$ cat config.mk
export PLATFORM = sky130hd
export DESIGN_NAME = phase_err_monitor
export DESIGN_NICKNAME = d
export VERILOG_FILES = /design/src/rtl/pem_pkg.sv /design/src/rtl/pem_sync.sv /design/src/rtl/pem_side_chk.sv /design/src/rtl/pem_phase.sv /design/src/rtl/phase_err_monitor.sv
export SDC_FILE = /design/constraint.sdc
export NUM_CORES = 1
export LEC_CHECK = 0
export CAP_MARGIN = 20
export CORE_ASPECT_RATIO = 2
export CORE_MARGIN = 2
export CORE_UTILIZATION = 35
export DETAILED_ROUTE_END_ITERATION = 8
export DONT_BUFFER_PORTS = 1
export SETUP_SLACK_MARGIN = 0.15
export SYNTH_ARGS = -nofsm -noshare
export SYNTH_HDL_FRONTEND = slang
export SYNTH_HIERARCHICAL = 1
export SYNTH_SLANG_ARGS = --single-unit
export TNS_END_PERCENT = 100
$ cat constraint.sdc
create_clock -name clk -period 2.9 [get_ports clk]
set_input_delay 0.29 -clock clk [delete_from_list [all_inputs] [get_ports clk]]
set_output_delay 0.29 -clock clk [all_outputs]
set_load 0.01 [all_outputs]
$ cat src/rtl/pem_pkg.sv
// Package: shared types for the phase-error monitor.
// Assumes: nothing; holds only the side selector.
package pem_pkg;
    typedef enum logic {SIDE_HIGH = 1'b0, SIDE_LOW = 1'b1} side_e;
endpackage

$ cat src/rtl/pem_sync.sv
// Module: pem_sync
// Multi-stage synchronizer for a vector of asynchronous bits.
// Assumes: each bit is independent; the bits are not related as a bus.
module pem_sync #(
    parameter int W      = 3,
    parameter int STAGES = 2
) (
    input  logic         clk,
    input  logic         rst_n,
    input  logic [W-1:0] d_in,
    output logic [W-1:0] d_out
);
    logic [W-1:0] stage_q [STAGES];

    // Shift the raw bits through STAGES flops.
    always_ff @(posedge clk) begin
        if (!rst_n) begin
            for (int i = 0; i < STAGES; i++) stage_q[i] <= '0;
        end else begin
            stage_q[0] <= d_in;
            for (int i = 1; i < STAGES; i++) stage_q[i] <= stage_q[i-1];
        end
    end

    assign d_out = stage_q[STAGES-1];
endmodule

$ cat src/rtl/pem_side_chk.sv
// Module: pem_side_chk
// Checks one gate (high or low side) of one phase.
// After each rising edge of the command, it waits dly cycles and then samples
// the node bit once. The result is latched until the next check.
// Assumes: node_hi is already synchronized; a dly of 0 behaves as 1.
module pem_side_chk
    import pem_pkg::*;
#(
    parameter int    CNT_W = 8,
    parameter side_e SIDE  = SIDE_HIGH
) (
    input  logic             clk,
    input  logic             rst_n,
    input  logic             gate_on,
    input  logic             node_hi,
    input  logic [CNT_W-1:0] dly,
    output logic             err
);
    logic             gate_q;
    logic             armed_q;
    logic             err_q;
    logic [CNT_W-1:0] cnt_q;
    logic             rise;
    logic             due;
    logic             miss;

    assign rise = gate_on & ~gate_q;
    assign due  = armed_q & gate_on & ~rise & (cnt_q <= CNT_W'(1));

    // Polarity of a failed check depends on which switch is driven.
    generate
        if (SIDE == SIDE_HIGH) begin : g_high
            assign miss = ~node_hi;
        end else begin : g_low
            assign miss = node_hi;
        end
    endgenerate

    // Edge detect, countdown and result latch.
    always_ff @(posedge clk) begin
        if (!rst_n) begin
            gate_q  <= 1'b0;
            armed_q <= 1'b0;
            err_q   <= 1'b0;
            cnt_q   <= '0;
        end else begin
            gate_q <= gate_on;
            if (rise) begin
                cnt_q   <= dly;
                armed_q <= 1'b1;
            end else if (armed_q && !gate_on) begin
                armed_q <= 1'b0;
            end else if (due) begin
                armed_q <= 1'b0;
                err_q   <= miss;
            end else if (armed_q) begin
                cnt_q <= cnt_q - CNT_W'(1);
            end
        end
    end

    assign err = err_q;


    withdrawn_no_check_chk: assert property (@(posedge clk) disable iff (!rst_n)
        !gate_on |=> $stable(err));


    rise_reload_chk: assert property (@(posedge clk) disable iff (!rst_n)
        rise |=> (cnt_q == $past(dly)) && armed_q);
endmodule

$ cat src/rtl/pem_phase.sv
// Module: pem_phase
// One bridge phase: a high-side checker and a low-side checker sharing the node bit.
// Assumes: node_hi is synchronized by the parent.
module pem_phase
    import pem_pkg::*;
#(
    parameter int CNT_W = 8
) (
    input  logic             clk,
    input  logic             rst_n,
    input  logic             hs_on,
    input  logic             ls_on,
    input  logic             node_hi,
    input  logic [CNT_W-1:0] dly,
    output logic             hs_err,
    output logic             ls_err,
    output logic             ph_err
);
    pem_side_chk #(.CNT_W(CNT_W), .SIDE(SIDE_HIGH)) i_hs (
        .clk(clk), .rst_n(rst_n), .gate_on(hs_on), .node_hi(node_hi),
        .dly(dly), .err(hs_err)
    );

    pem_side_chk #(.CNT_W(CNT_W), .SIDE(SIDE_LOW)) i_ls (
        .clk(clk), .rst_n(rst_n), .gate_on(ls_on), .node_hi(node_hi),
        .dly(dly), .err(ls_err)
    );

    assign ph_err = hs_err | ls_err;
endmodule

$ cat src/rtl/phase_err_monitor.sv
// Module: phase_err_monitor (top)
// Monitors N_PH half-bridges for switch nodes that do not follow their gate
// commands. It keeps a sticky status bit and drives a maskable interrupt.
// Assumes: gate commands are synchronous to clk; node_hi is asynchronous.
module phase_err_monitor
    import pem_pkg::*;
#(
    parameter int N_PH        = 3,
    parameter int CNT_W       = 8,
    parameter int SYNC_STAGES = 2
) (
    input  logic             clk,
    input  logic             rst_n,
    input  logic [N_PH-1:0]  hs_cmd,
    input  logic [N_PH-1:0]  ls_cmd,
    input  logic [N_PH-1:0]  node_hi,
    input  logic [CNT_W-1:0] dly_cnt,
    input  logic             clr_int,
    input  logic             int_en,
    output logic [N_PH-1:0]  phase_err,
    output logic [N_PH-1:0]  desat,
    output logic             err_any,
    output logic             err_status,
    output logic             irq
);
    logic [N_PH-1:0] node_s;
    logic [N_PH-1:0] ls_err;
    logic            status_q;

    pem_sync #(.W(N_PH), .STAGES(SYNC_STAGES)) i_sync (
        .clk(clk), .rst_n(rst_n), .d_in(node_hi), .d_out(node_s)
    );

    // One checker pair per phase.
    generate
        for (genvar p = 0; p < N_PH; p++) begin : g_ph
            pem_phase #(.CNT_W(CNT_W)) i_ph (
                .clk(clk), .rst_n(rst_n),
                .hs_on(hs_cmd[p]), .ls_on(ls_cmd[p]), .node_hi(node_s[p]),
                .dly(dly_cnt),
                .hs_err(desat[p]), .ls_err(ls_err[p]), .ph_err(phase_err[p])
            );
        end
    endgenerate

    assign err_any = |phase_err;

    // Sticky status: the fault sets it, the strobe clears it, and setting wins.
    always_ff @(posedge clk) begin
        if (!rst_n) status_q <= 1'b0;
        else        status_q <= err_any | (status_q & ~clr_int);
    end

    assign err_status = status_q;
    assign irq        = status_q & int_en;


    status_set_chk: assert property (@(posedge clk) disable iff (!rst_n)
        err_any |=> err_status);


    status_clear_chk: assert property (@(posedge clk) disable iff (!rst_n)
        (err_status && clr_int && !err_any) |=> !err_status);


    irq_masked_chk: assert property (@(posedge clk) disable iff (!rst_n)
        !int_en |-> !irq);


    desat_implies_err_chk: assert property (@(posedge clk) disable iff (!rst_n)
        (desat & ~phase_err) == '0);


    reset_clears_chk: assert property (@(posedge clk)
        !rst_n |=> !err_status && !irq && (phase_err == '0));
endmodule

# Word level (Yosys, flattened, before mapping)

Memory sizes are Yosys's and may differ from the RTL's.
Index checks and enable logic that the tools add are counted.

Bits in registers: 67
RAM bits: 6
Bits of input ports: 21
Word-level logic and storage cells: 187
Memories: 1

$add $sub $neg: 6
$lt $le $gt $ge: 6
Equality and inequality tests: 12
Mux-type cells: 46
Bitwise logic cells: 54
Reduce and logical (&&, ||, !) cells: 37

Memory list:

| name           | words | bits a word | rd ports | clocked after memory_dff | write ports | RTL line       | text |
|---|---|---|---|---|---|---|---|
| i_sync.stage_q | 2     | 3           | 2        | 0                        | 2           | pem_sync.sv:13 | `logic [W-1:0] stage_q [STAGES];` |

Operators with widths:

| cell                                                                   | count |
|---|---|
| 8-bit two-way mux                                                      | 24 |
| 8-bit by 1-bit <= comparator with 1-bit output (second input constant) | 6 |
| 8-bit by 1-bit subtractor with 8-bit output (second input constant)    | 6 |
| 3-bit AND reduction                                                    | 12 |
| 1-bit bitwise AND                                                      | 26 |
| 2-bit inequality test (second input constant)                          | 12 |
| 1-bit inverter                                                         | 22 |
| 1-bit two-way mux                                                      | 20 |
| 3-bit nonzero test                                                     | 6 |
| 2-bit nonzero test                                                     | 6 |
| 1-bit logical AND                                                      | 6 |
| 1-bit zero test                                                        | 6 |
| 3-bit two-way mux                                                      | 2 |
| 1-bit OR                                                               | 6 |
| 3-bit OR reduction                                                     | 1 |

# Depth between registers and ports, before layout

Gate-level depths: netlist of the first run.

Depth after elaboration: 8
Mapped depth: 6

# Modules after synthesis

Netlist of the first run, hierarchy kept.

By module, submodules not included:

| module                               | times used | cells an instance | area an instance (um^2) | seq. area each (um^2) |
|---|---|---|---|---|
| pem_side_chk (g_ph[1].i_ph.i_hs ...) | 2          | 77                | 628.1                   | 220.2 |
| pem_side_chk (g_ph[0].i_ph.i_ls ...) | 2          | 71                | 606.8                   | 220.2 |
| pem_side_chk (g_ph[0].i_ph.i_hs)     | 1          | 77                | 644.4                   | 220.2 |
| pem_side_chk (g_ph[2].i_ph.i_ls)     | 1          | 72                | 626.9                   | 220.2 |
| pem_sync                             | 1          | 15                | 180.2                   | 120.1 |
| phase_err_monitor                    | 1          | 5                 | 51.3                    | 20.0 |
| pem_phase                            | 3          | 1                 | 6.3                     | 0.0 |

# Worst setup path before layout of the first run

Ideal clock, no wire load.

Path kind: reg-to-reg
Start point: register g_ph[2].i_ph.i_ls.cnt_q[0]
End point: register g_ph[2].i_ph.i_ls.cnt_q[3]
Arrival time: 1.791 ns
Data required time: 2.826 ns
Slack: 1.035 ns
Cell stages (with the launch flop): 7
Path buffers: 0
Period minus slack after synthesis: 1.865 ns
Cell sequence: dfxtp_1 inv_1 ha_1 or2_2 a31o_2 or3_2 a31oi_1

Cells in the longest elaborated chain, start to end: 5

Ends and longest elaborated chain:

| what                                        | RTL line           | text |
|---|---|---|
| from (decl)                                 | pem_side_chk.sv:22 | `logic [CNT_W-1:0] cnt_q;` |
| from (signal assigned)                      | pem_side_chk.sv:49 | `cnt_q <= dly;` |
| from (signal assigned)                      | pem_side_chk.sv:57 | `cnt_q <= cnt_q - CNT_W'(1);` |
| 8-bit by 1-bit subtractor with 8-bit output | pem_side_chk.sv:57 |  |
| 8-bit two-way mux                           | pem_side_chk.sv:56 | `end else if (armed_q) begin` |
| 8-bit two-way mux                           | pem_side_chk.sv:53 | `end else if (due) begin` |
| 8-bit two-way mux                           | pem_side_chk.sv:51 | `end else if (armed_q && !gate_on) begin` |
| 8-bit two-way mux                           | pem_side_chk.sv:48 | `if (rise) begin` |

Parallel ways exist; a longest one is shown, timed or not. The select of a mux whose other input is x is not followed.
A chain may end at the register's enable or synchronous reset.

# Final worst setup path of the first run

Same ends and word-level chain as after synthesis.

==> results of run 1 <==
## per-stage QoR
stage | area, um^2 | total power (uW)
after CTS | 4300 | 2580
after global placement | 4050 | 1580
after detailed placement | 4050 | 1590
after global routing | 4300 | 2680
final | 4300 | 2550
after floorplan | 3990 | 1520
## cell usage after synthesis, types with 3 or more instances
master      n
o221ai_1    4
nand2_1    21
o22a_1      3
and4_1      9
a31o_1      3
nor2b_1     7
or3_1      12
or3_4       4
and2_1     13
a31oi_1    11
o2111ai_1   6
nor4_1      3
o21ai_1     8
nor3_1     13
a21oi_1    37
a211oi_1   10
a311oi_1    4
xnor2_1     7
nor3b_1     3
nand2b_1    8
or2_1       4
o21ai_0    35
clkbuf_1    5
nor2_1     28
mux2i_1     6
o31ai_1     3
or3_2       3
dfxtp_1    73
buf_2       9
inv_1      32
nand4_1    14
buf_4       7
ha_1       12
and3_1      4
nand3_1    10
## cell type report
class,count,area (um^2),area share [%]
clock buffers,12,246,5.73
clock inverters,1,5.00,0.116
multi-input cells,342,2290,53.3
well taps,142,178,4.13
inverters,32,120,2.79
flip-flops and latches,73,1460,34.0
## logic make-up after synthesis
logic type | after synthesis | synth area share (%)
AO/OA/AOI/OAI | 135 | 21.6
XOR/XNOR | 7 | 1.54
adder cells (fa/ha/maj) | 12 | 3.76
buffers and inverters | 53 | 5.92
flip-flops | 73 | 36.6
multiplexers | 6 | 1.50
AND/OR/NAND/NOR | 182 | 29.0
## per-layer routing
layer	up-vias	track usage [%]	wire, um
met2	98	29.7	5230
met1	1594	17.5	3830
met3	23	4.29	509
met4	0	8.13	302
met5	-	0	0
li1	1706	-	-
## power by group through the flow
stage / Clock [uW] / Sequential (uW) / Combinational (uW)
after detailed placement: 0 / 1180 / 414
after global routing: 1040 / 1170 / 470
after floorplan: 0 / 1160 / 363
after CTS: 1010 / 1160 / 416
final: 972 / 1160 / 417
after global placement: 0 / 1180 / 403
## flip-flops by register name (all words and copies together), names as in the netlist, 3 cells and up
name                    cells
g_ph.i_ph/i_hs/armed_q      3
g_ph.i_ph/i_hs/cnt_q       24
g_ph.i_ph/i_hs/err          3
g_ph.i_ph/i_hs/gate_q       3
g_ph.i_ph/i_ls/armed_q      3
g_ph.i_ph/i_ls/cnt_q       24
g_ph.i_ph/i_ls/err          3
g_ph.i_ph/i_ls/gate_q       3
i_sync/stage_q              6
## worst paths after layout
kind / cells past startpoint / slack [ns] / end
worst min register to register: 1 / 0.43 / i_sync/stage_q[0][5]
worst max-delay path: 6 / 0.91 / g_ph[2].i_ph/i_ls/cnt_q[3]
worst min-delay path: 2 / 0.08 / g_ph[0].i_ph/i_hs/gate_q
worst max register to register: 6 / 0.91 / g_ph[2].i_ph/i_ls/cnt_q[3]
## worst reg2reg max path, cell delays in order, from the launching register on
cell and delay [ns]:
dfxtp_1 0.36, inv_1 0.08, ha_1 0.21, or2_2 0.35
a31o_2 0.31, or3_2 0.45, a31oi_1 0.15
==> flow_metrics.py, run 1 <==
metrics = {
    "flow_run": {
        "maxCapViolCount": 0,
    },
    "outcome": {
        "run_status": "finished, final reports clean",
    },
    "yosys": {
        "ys_seq_area_share_pct": 36.6,
        "syn_nets": 501,
        "syn_avg_cell_area_um2": 8.53,
        "synth_edf_count": 0,
        "synth_cells": 468,
        "synthTopCellsByArea": "dfxtp_1 (37%), a21oi_1 (4.6%), o21ai_0 (4.4%)",
        "ys_warn_count": 6,
        "ys_ff_latch": 73,
        "syn_area_um2": 3990,
        "synth-async-reset-ratio_pct": 0,
        "synth_top_flop_cell": "dfxtp_1",
        "synth_top_area_cell": "dfxtp_1",
        "yosysUniqueCellTypes": 60,
        "synthDominantCellAreaShare_pct": 36.6,
    },
    "worst_setup_path": {
        "worstPathArrival_ns": 2.25,
        "crit_start": "g_ph[2].i_ph/i_ls/cnt_q[0]",
        "crit_buf_inv": 1,
        "required_ns": 3.15,
        "cp_slowest_cell": "or3_2",
        "crit_path_end_kind": "flop",
        "path_cells": "inv_1 -> ha_1 -> or2_2 -> a31o_2 -> or3_2 -> a31oi_1",
        "crit_path_max_incr_delay_ns": 0.45,
        "reg2reg_from": "g_ph[2].i_ph/i_ls/cnt_q[0]",
        "path_delay_family": "simple AND/OR/NAND/NOR gates",
        "critPathLaunchType": "flop",
        "crit_fanout": 8,
        "crit_type": "flop to flop",
    },
    "floorplanning": {
        "die-width_um": 79.5,
        "num_io_pins": 30,
        "die_h_um": 155,
        "dieArea_um2": 12300,
        "initial_utilization_pct": 35.6,
        "coreArea_um2": 11200,
        "rows": 55,
    },
    "layout": {
        "layout-drive-gt1-share_pct": 9.35,
        "final_nets": 491,
        "final_cell_mix": "dfxtp_1 (73), a21oi_1 (37), o21ai_0 (35)",
        "fill_cells": 1139,
        "finish.utilization_pct": 38.4,
        "num_antenna_cells": 0,
        "syn_to_final_growth_pct": 7.84,
        "stdcell_count": 602,
        "final_common_cell": "dfxtp_1",
    },
    "timing": {
        "hold_slack_ns": 0.0815,
        "fin_worst_skew_ns": 0.00533,
        "finalHoldViolations": 0,
        "max_freq_mhz": 502,
        "fin_setup_tns_ns": 0,
        "layout_setup_ws_ns": 0.908,
        "period_needed_ns": 1.99,
        "drv_slew": 0,
        "fin_crit_sh_pct": 68.7,
        "worstMarginPinSlew_ns": 0.588,
        "max-slew-margin-rel_pct": 60.7,
        "finalSetupViolCount": 0,
        "rsz0062_at_grt": "false",
    },
    "global_routing": {
        "grt_start_max_net_pins": 64,
        "grt_pass1_vias": 3268,
        "grt_pass1_wl_um": 15900,
        "antenna_found_initial": 0,
        "grt_overflow": 0,
        "grt_use_total_pct": 16.6,
    },
    "pwr": {
        "sw_frac_of_total_pct": 27.5,
        "p_switching_uw": 701,
        "clkPwrFrac_pct": 38.1,
        "p_int_uw": 1850,
        "ir_drop_mv": 0.295,
        "power_frac_seq_pct": 45.5,
        "p_leak_uw": 0.00153,
        "cellPowerDensity_nw_per_um2": 592,
        "p_comb_share_pct": 16.4,
    },
    "placement": {
        "dp_hpwl_um": 7030,
        "dp.cells": 589,
        "io_buffer_count": 0,
        "place_ws_ns": 0.915,
        "routabilityCongestion": 0.857,
    },
    "hold_path": {
        "hold_start": "hs_cmd[0]",
        "hold_path.class": "primary input to flop",
    },
    "route": {
        "ant_nets": 0,
        "drt_iter0_drc": 228,
        "avgRoutedWirePerCell_um": 16.4,
        "first_pass_iters": 5,
        "wl_um": 9870,
        "viasPerCell": 5.68,
        "vias": 3421,
        "route.detailed.drc": 0,
    },
    "clocking": {
        "clk_pin_slew_ns": 0.05,
        "post_cts_buffers": 0,
        "cts-root-buf": "clkbuf_16",
        "h-tree-depth": 3,
        "cts_tree": "done",
        "cts_resized": 0,
        "cts_buffers": 9,
        "cts_buffer_depth": 2,
        "cts-hold-fix-buffers": 0,
        "clock_sinks": 73,
        "clock_latency_ns": 0.33,
    },
}
Note: power is estimated with default switching activity, not from simulation.
==> run 2: changes to the inputs <==
Clock period 2.9 ns to 2 ns, I/O delays scaled along.
==> flow_metrics.py, run 2 (synthesis gave the netlist of run 1 again) <==
metrics = {
    "global_routing": {
        "grt_pass1_vias": 3432,
        "antenna_found_initial": 0,
        "grt_start_max_net_pins": 63,
        "grt_overflow": 0,
        "grt_use_total_pct": 16.9,
        "grt_pass1_wl_um": 16500,
    },
    "timing": {
        "rsz0062_at_grt": "false",
        "fin_worst_skew_ns": 0.00572,
        "fin_crit_sh_pct": 89.3,
        "worstMarginPinSlew_ns": 0.642,
        "max-slew-margin-rel_pct": 57.1,
        "finalHoldViolations": 0,
        "drv_slew": 0,
        "finalSetupViolCount": 0,
        "layout_setup_ws_ns": 0.215,
        "fin_setup_tns_ns": 0,
        "max_freq_mhz": 560,
        "period_needed_ns": 1.79,
    },
    "layout": {
        "num_antenna_cells": 0,
        "final_cell_mix": "dfxtp_1 (69), a21oi_1 (37), o21ai_0 (35)",
        "layout-drive-gt1-share_pct": 11.8,
        "final_common_cell": "dfxtp_1",
        "fill_cells": 1099,
        "reg_top3": "g_ph.i_ph/i_hs/cnt_q (24), g_ph.i_ph/i_ls/cnt_q (24), i_sync/stage_q (6)",
        "syn_to_final_growth_pct": 15.8,
        "multi_input_area_um2": 2330,
        "ff_latch_area_um2": 1470,
        "final_nets": 510,
    },
    "pwr": {
        "p_leak_uw": 0.00166,
        "ir_drop_mv": 0.431,
        "cellPowerDensity_nw_per_um2": 907,
    },
    "clocking": {
        "clk_pin_slew_ns": 0.06,
        "cts_buffer_depth": 2,
        "clock_latency_ns": 0.33,
        "cts-root-buf": "clkbuf_16",
        "cts_tree": "done",
        "clock_sinks": 73,
        "h-tree-depth": 3,
        "cts_buffers": 9,
    },
    "worst_setup_path": {
        "r2r-end": "g_ph[2].i_ph/i_ls/cnt_q[3]",
        "crit_fanout": 5,
        "critPathLaunchType": "flop",
        "worstPathArrival_ns": 2.04,
        "reg2reg_from": "g_ph[2].i_ph/i_ls/cnt_q[0]",
        "required_ns": 2.26,
        "crit_type": "flop to flop",
        "crit_path_end_kind": "flop",
        "r2r_cells": 6,
        "r2r_slack_ns": 0.21,
    },
    "placement": {
        "routabilityCongestion": 0.857,
        "io_buffer_count": 0,
        "place_ws_ns": 0.0543,
        "dp_hpwl_um": 6970,
    },
    "route": {
        "viasPerCell": 5.63,
        "first_pass_iters": 4,
        "drt_iter0_drc": 279,
        "route.detailed.drc": 0,
        "ant_nets": 0,
        "avgRoutedWirePerCell_um": 16.0,
        "vias": 3510,
        "wl_um": 9990,
    },
    "floorplanning": {
        "coreArea_um2": 11200,
        "num_io_pins": 30,
        "die-width_um": 79.5,
        "dieArea_um2": 12300,
        "initial_utilization_pct": 35.6,
        "die_h_um": 155,
        "rows": 55,
    },
    "outcome": {
        "run_status": "finished, final reports clean",
    },
    "hold_path": {
        "hold_start": "rst_n",
        "min_to": "i_sync/stage_q[0][5]",
        "hold_path.class": "primary input to flop",
        "hold_path_depth": 1,
    },
    "flow_run": {
        "maxCapViolCount": 0,
    },
}
run 2: cell count changes in the layout (fill, tap and decap cells not counted), moves of 2 or more:
cell | previous run | this run
dlygate4sd3_1 | 0 | 17
dfxtp_2 | 0 | 4
buf_4 | 0 | 2
dfxtp_1 | 73 | 69
bufinv_16 | 0 | 3
a31oi_1 | 11 | 9
clkbuf_1 | 2 | 0
a31oi_2 | 1 | 3
clkinv_2 | 1 | 3
run 2: what timing repair did:
action,in CTS,in global routing
endpoints found under the setup margin,1,6
setup buffers,0,2
hold buffers,16,1
endpoints found under the hold margin,11,1
pin swaps,1,1
resized for setup,3,6
run 2: through the flow:
stage	total power (uW)	std cells	util [%]	hold slack [ns]	instance area, um^2
after CTS	4200	621	40.7	0.000275	4570
final	4190	624	41.2	0.00891	4620
after floorplan	2210	468	-	0.312	4000
after global routing	4400	624	41.2	0.00556	4620
after detailed placement	2310	589	36.2	0.323	4060
after global placement	2290	589	36.2	0.315	4060
run 2: power breakdown:
| part | internal [uW] | switching [uW] | total [uW] | leakage (uW) |
|---|---|---|---|---|
| Clock | 1250 | 612 | 1860 | 0.000172 |
| Combinational | 295 | 355 | 650 | 0.000885 |
| Sequential | 1570 | 118 | 1680 | 0.000605 |
| Total | 3110 | 1090 | 4190 | 0.00166 |
run 2: layout make-up:
| class | count | area share [%] |
|---|---|---|
| Multi-Input combinational cell | 342 | 50.4 |
| Clock inverter | 6 | 2.27 |
| Timing Repair Buffer | 19 | 4.01 |
| Clock buffer | 10 | 5.17 |
| Sequential cell | 73 | 31.7 |
| Inverter | 32 | 2.60 |
| Tap cell | 142 | 3.85 |
run 2: worst max-delay path by stage:
stage                     cells past startpoint                       start                         end  slack (ns)
final                                         6  g_ph[2].i_ph/i_ls/cnt_q[0]  g_ph[2].i_ph/i_ls/cnt_q[3]        0.21
after global routing                          6  g_ph[2].i_ph/i_ls/cnt_q[0]  g_ph[2].i_ph/i_ls/cnt_q[3]        0.16
after CTS                                     6  g_ph[2].i_ph/i_ls/cnt_q[0]  g_ph[2].i_ph/i_ls/cnt_q[3]        0.16
after detailed placement                      6  g_ph[2].i_ph/i_ls/cnt_q[0]  g_ph[2].i_ph/i_ls/cnt_q[3]        0.05
after global placement                        6  g_ph[2].i_ph/i_ls/cnt_q[0]  g_ph[2].i_ph/i_ls/cnt_q[3]        0.12
after floorplan                               6  g_ph[2].i_ph/i_ls/cnt_q[0]  g_ph[2].i_ph/i_ls/cnt_q[3]        0.16
run 2: critical path, stage by stage (launching register included):
cell,delay (ns)
dfxtp_2,0.34
inv_1,0.06
ha_2,0.19
or2_4,0.27
a31o_4,0.24
or3_2,0.45
a31oi_1,0.17
run 2: layer usage:
layer	up-vias	share of wire, %	track usage [%]
li1	1747	-	-
met1	1672	41	18.9
met2	75	53	30.1
met3	16	3.9	3.60
met4	0	2.1	7.31
met5	-	0	0
==> run 3: changes to the inputs <==
Settings changed: CORE_UTILIZATION 35 to 45, SETUP_SLACK_MARGIN 0.15 to 0.02.
==> flow_metrics.py, run 3 (synthesis gave the netlist of run 1 again) <==
metrics = {
    "outcome": {
        "run_status": "finished, final reports clean",
    },
    "layout": {
        "syn_to_final_growth_pct": 13.3,
        "layout-drive-gt1-share_pct": 10.2,
        "final_common_cell": "dfxtp_1",
        "final_nets": 510,
        "num_antenna_cells": 0,
        "fill_cells": 860,
        "finish.utilization_pct": 52.3,
        "stdcell_count": 582,
        "reg_top3": "g_ph.i_ph/i_hs/cnt_q (24), g_ph.i_ph/i_ls/cnt_q (24), i_sync/stage_q (6)",
        "final_cell_mix": "dfxtp_1 (72), a21oi_1 (37), o21ai_0 (35)",
    },
    "timing": {
        "worstMarginPinSlew_ns": 0.602,
        "max_freq_mhz": 543,
        "period_needed_ns": 1.84,
        "drv_slew": 0,
        "finalHoldViolations": 0,
        "hold_slack_ns": 0.00957,
        "max-slew-margin-rel_pct": 59.8,
        "fin_setup_tns_ns": 0,
        "rsz0062_at_grt": "false",
        "finalSetupViolCount": 0,
        "fin_worst_skew_ns": 0.00515,
        "fin_crit_sh_pct": 92.1,
    },
    "route": {
        "vias": 3543,
        "avgRoutedWirePerCell_um": 17.8,
        "first_pass_iters": 5,
        "ant_nets": 0,
        "viasPerCell": 6.09,
        "drt_iter0_drc": 216,
        "route.detailed.drc": 0,
        "wl_um": 10300,
    },
    "floorplanning": {
        "die-width_um": 70.6,
        "coreArea_um2": 8650,
        "num_io_pins": 30,
        "die_h_um": 137,
        "initial_utilization_pct": 46.2,
        "dieArea_um2": 9680,
        "rows": 48,
    },
    "placement": {
        "dp.cells": 548,
        "routabilityCongestion": 0.849,
        "io_buffer_count": 0,
        "dp_hpwl_um": 7220,
    },
    "worst_setup_path": {
        "reg2reg_from": "g_ph[2].i_ph/i_ls/cnt_q[1]",
        "crit_fanout": 4,
        "crit_end": "g_ph[2].i_ph/i_ls/cnt_q[3]",
        "crit_path_end_kind": "flop",
        "worstPathArrival_ns": 2.10,
        "critPathLaunchType": "flop",
        "crit_start": "g_ph[2].i_ph/i_ls/cnt_q[1]",
        "crit_path_max_incr_delay_ns": 0.44,
        "path_cells": "inv_1 -> ha_1 -> or2_4 -> a31o_2 -> or3_2 -> a31oi_1",
        "r2r_slack_ns": 0.16,
        "crit_buf_inv": 1,
        "required_ns": 2.26,
        "crit_type": "flop to flop",
        "r2r-end": "g_ph[2].i_ph/i_ls/cnt_q[3]",
        "cp_slowest_cell": "or3_2",
        "worst-path-stages": 6,
        "path_delay_family": "simple AND/OR/NAND/NOR gates",
        "r2r_cells": 6,
    },
    "pwr": {
        "cellPowerDensity_nw_per_um2": 902,
        "p_total_uw": 4080,
        "p_leak_uw": 0.00164,
        "ir_drop_mv": 0.564,
    },
    "global_routing": {
        "grt_pass1_vias": 3582,
        "grt_overflow": 0,
        "grt_use_total_pct": 22.9,
        "antenna_found_initial": 0,
        "grt_start_max_net_pins": 55,
        "grt_pass1_wl_um": 17300,
    },
    "clocking": {
        "h-tree-depth": 3,
        "cts_buffer_depth": 2,
        "clock_sinks": 73,
        "clk_pin_slew_ns": 0.06,
        "clock_latency_ns": 0.33,
        "post_cts_buffers": 0,
        "cts_tree": "done",
        "cts_buffers": 9,
        "cts-root-buf": "clkbuf_16",
    },
    "hold_path": {
        "hold_start": "dly_cnt[1]",
        "hold_path.class": "primary input to flop",
    },
    "flow_run": {
        "maxCapViolCount": 0,
    },
}
-- run 3: stage by stage --
| step | cell area [um^2] | worst slack (ns) |
|---|---|---|
| after floorplan | 3990 | 0.135 |
| after detailed placement | 4010 | 0.0908 |
| after global routing | 4520 | 0.0384 |
| after CTS | 4510 | 0.0772 |
| final | 4520 | 0.157 |
| after global placement | 4010 | 0.143 |
-- run 3: final cells by class --
class / count / area (um^2) / area share, %
Multi-Input combinational cell: 342 / 2300 / 50.9
Sequential cell: 73 / 1460 / 32.4
Clock buffer: 12 / 246 / 5.45
Timing Repair Buffer: 19 / 188 / 4.15
Tap cell: 100 / 125 / 2.77
Inverter: 32 / 120 / 2.66
Clock inverter: 4 / 76.3 / 1.69
-- run 3: timing repair --
item | in CTS | in global routing
gates resized for setup | 0 | 3
hold buffers | 18 | 0
setup endpoints to repair | 0 | 2
hold endpoints to repair | 21 | 0
-- run 3: worst reg2reg max path, cell delays in order (launching register included) --
cell and delay, ns:
dfxtp_1 0.36, inv_1 0.07, ha_1 0.19, or2_4 0.28, a31o_2 0.25, or3_2 0.44
a31oi_1 0.18
-- run 3: per-layer routing --
layer,up-vias,track usage [%],part of all wire [%]
met1,1714,22.8,38
met2,72,44.2,55
met5,-,0,0
met3,21,5.49,4.1
met4,0,9.54,2.6
li1,1736,-,-
-- run 3: worst min path at each step --
| stage | endpoint | slack, ns | depth (start not counted) |
|---|---|---|---|
| after global placement | g_ph[1].i_ph/i_hs/gate_q | 0.31 | 2 |
| after global routing | g_ph[0].i_ph/i_hs/cnt_q[1] | 0.008 | 2 |
| final | g_ph[2].i_ph/i_hs/cnt_q[1] | 0.01 | 2 |
| after detailed placement | g_ph[1].i_ph/i_hs/gate_q | 0.32 | 2 |
| after CTS | g_ph[2].i_ph/i_ls/cnt_q[5] | 0.002 | 2 |
| after floorplan | g_ph[0].i_ph/i_hs/gate_q | 0.31 | 2 |
-- run 3: power breakdown --
| part | switching, uW | internal, uW |
|---|---|---|
| combinational | 358 | 292 |
| clock | 618 | 1130 |
| sequential | 119 | 1560 |
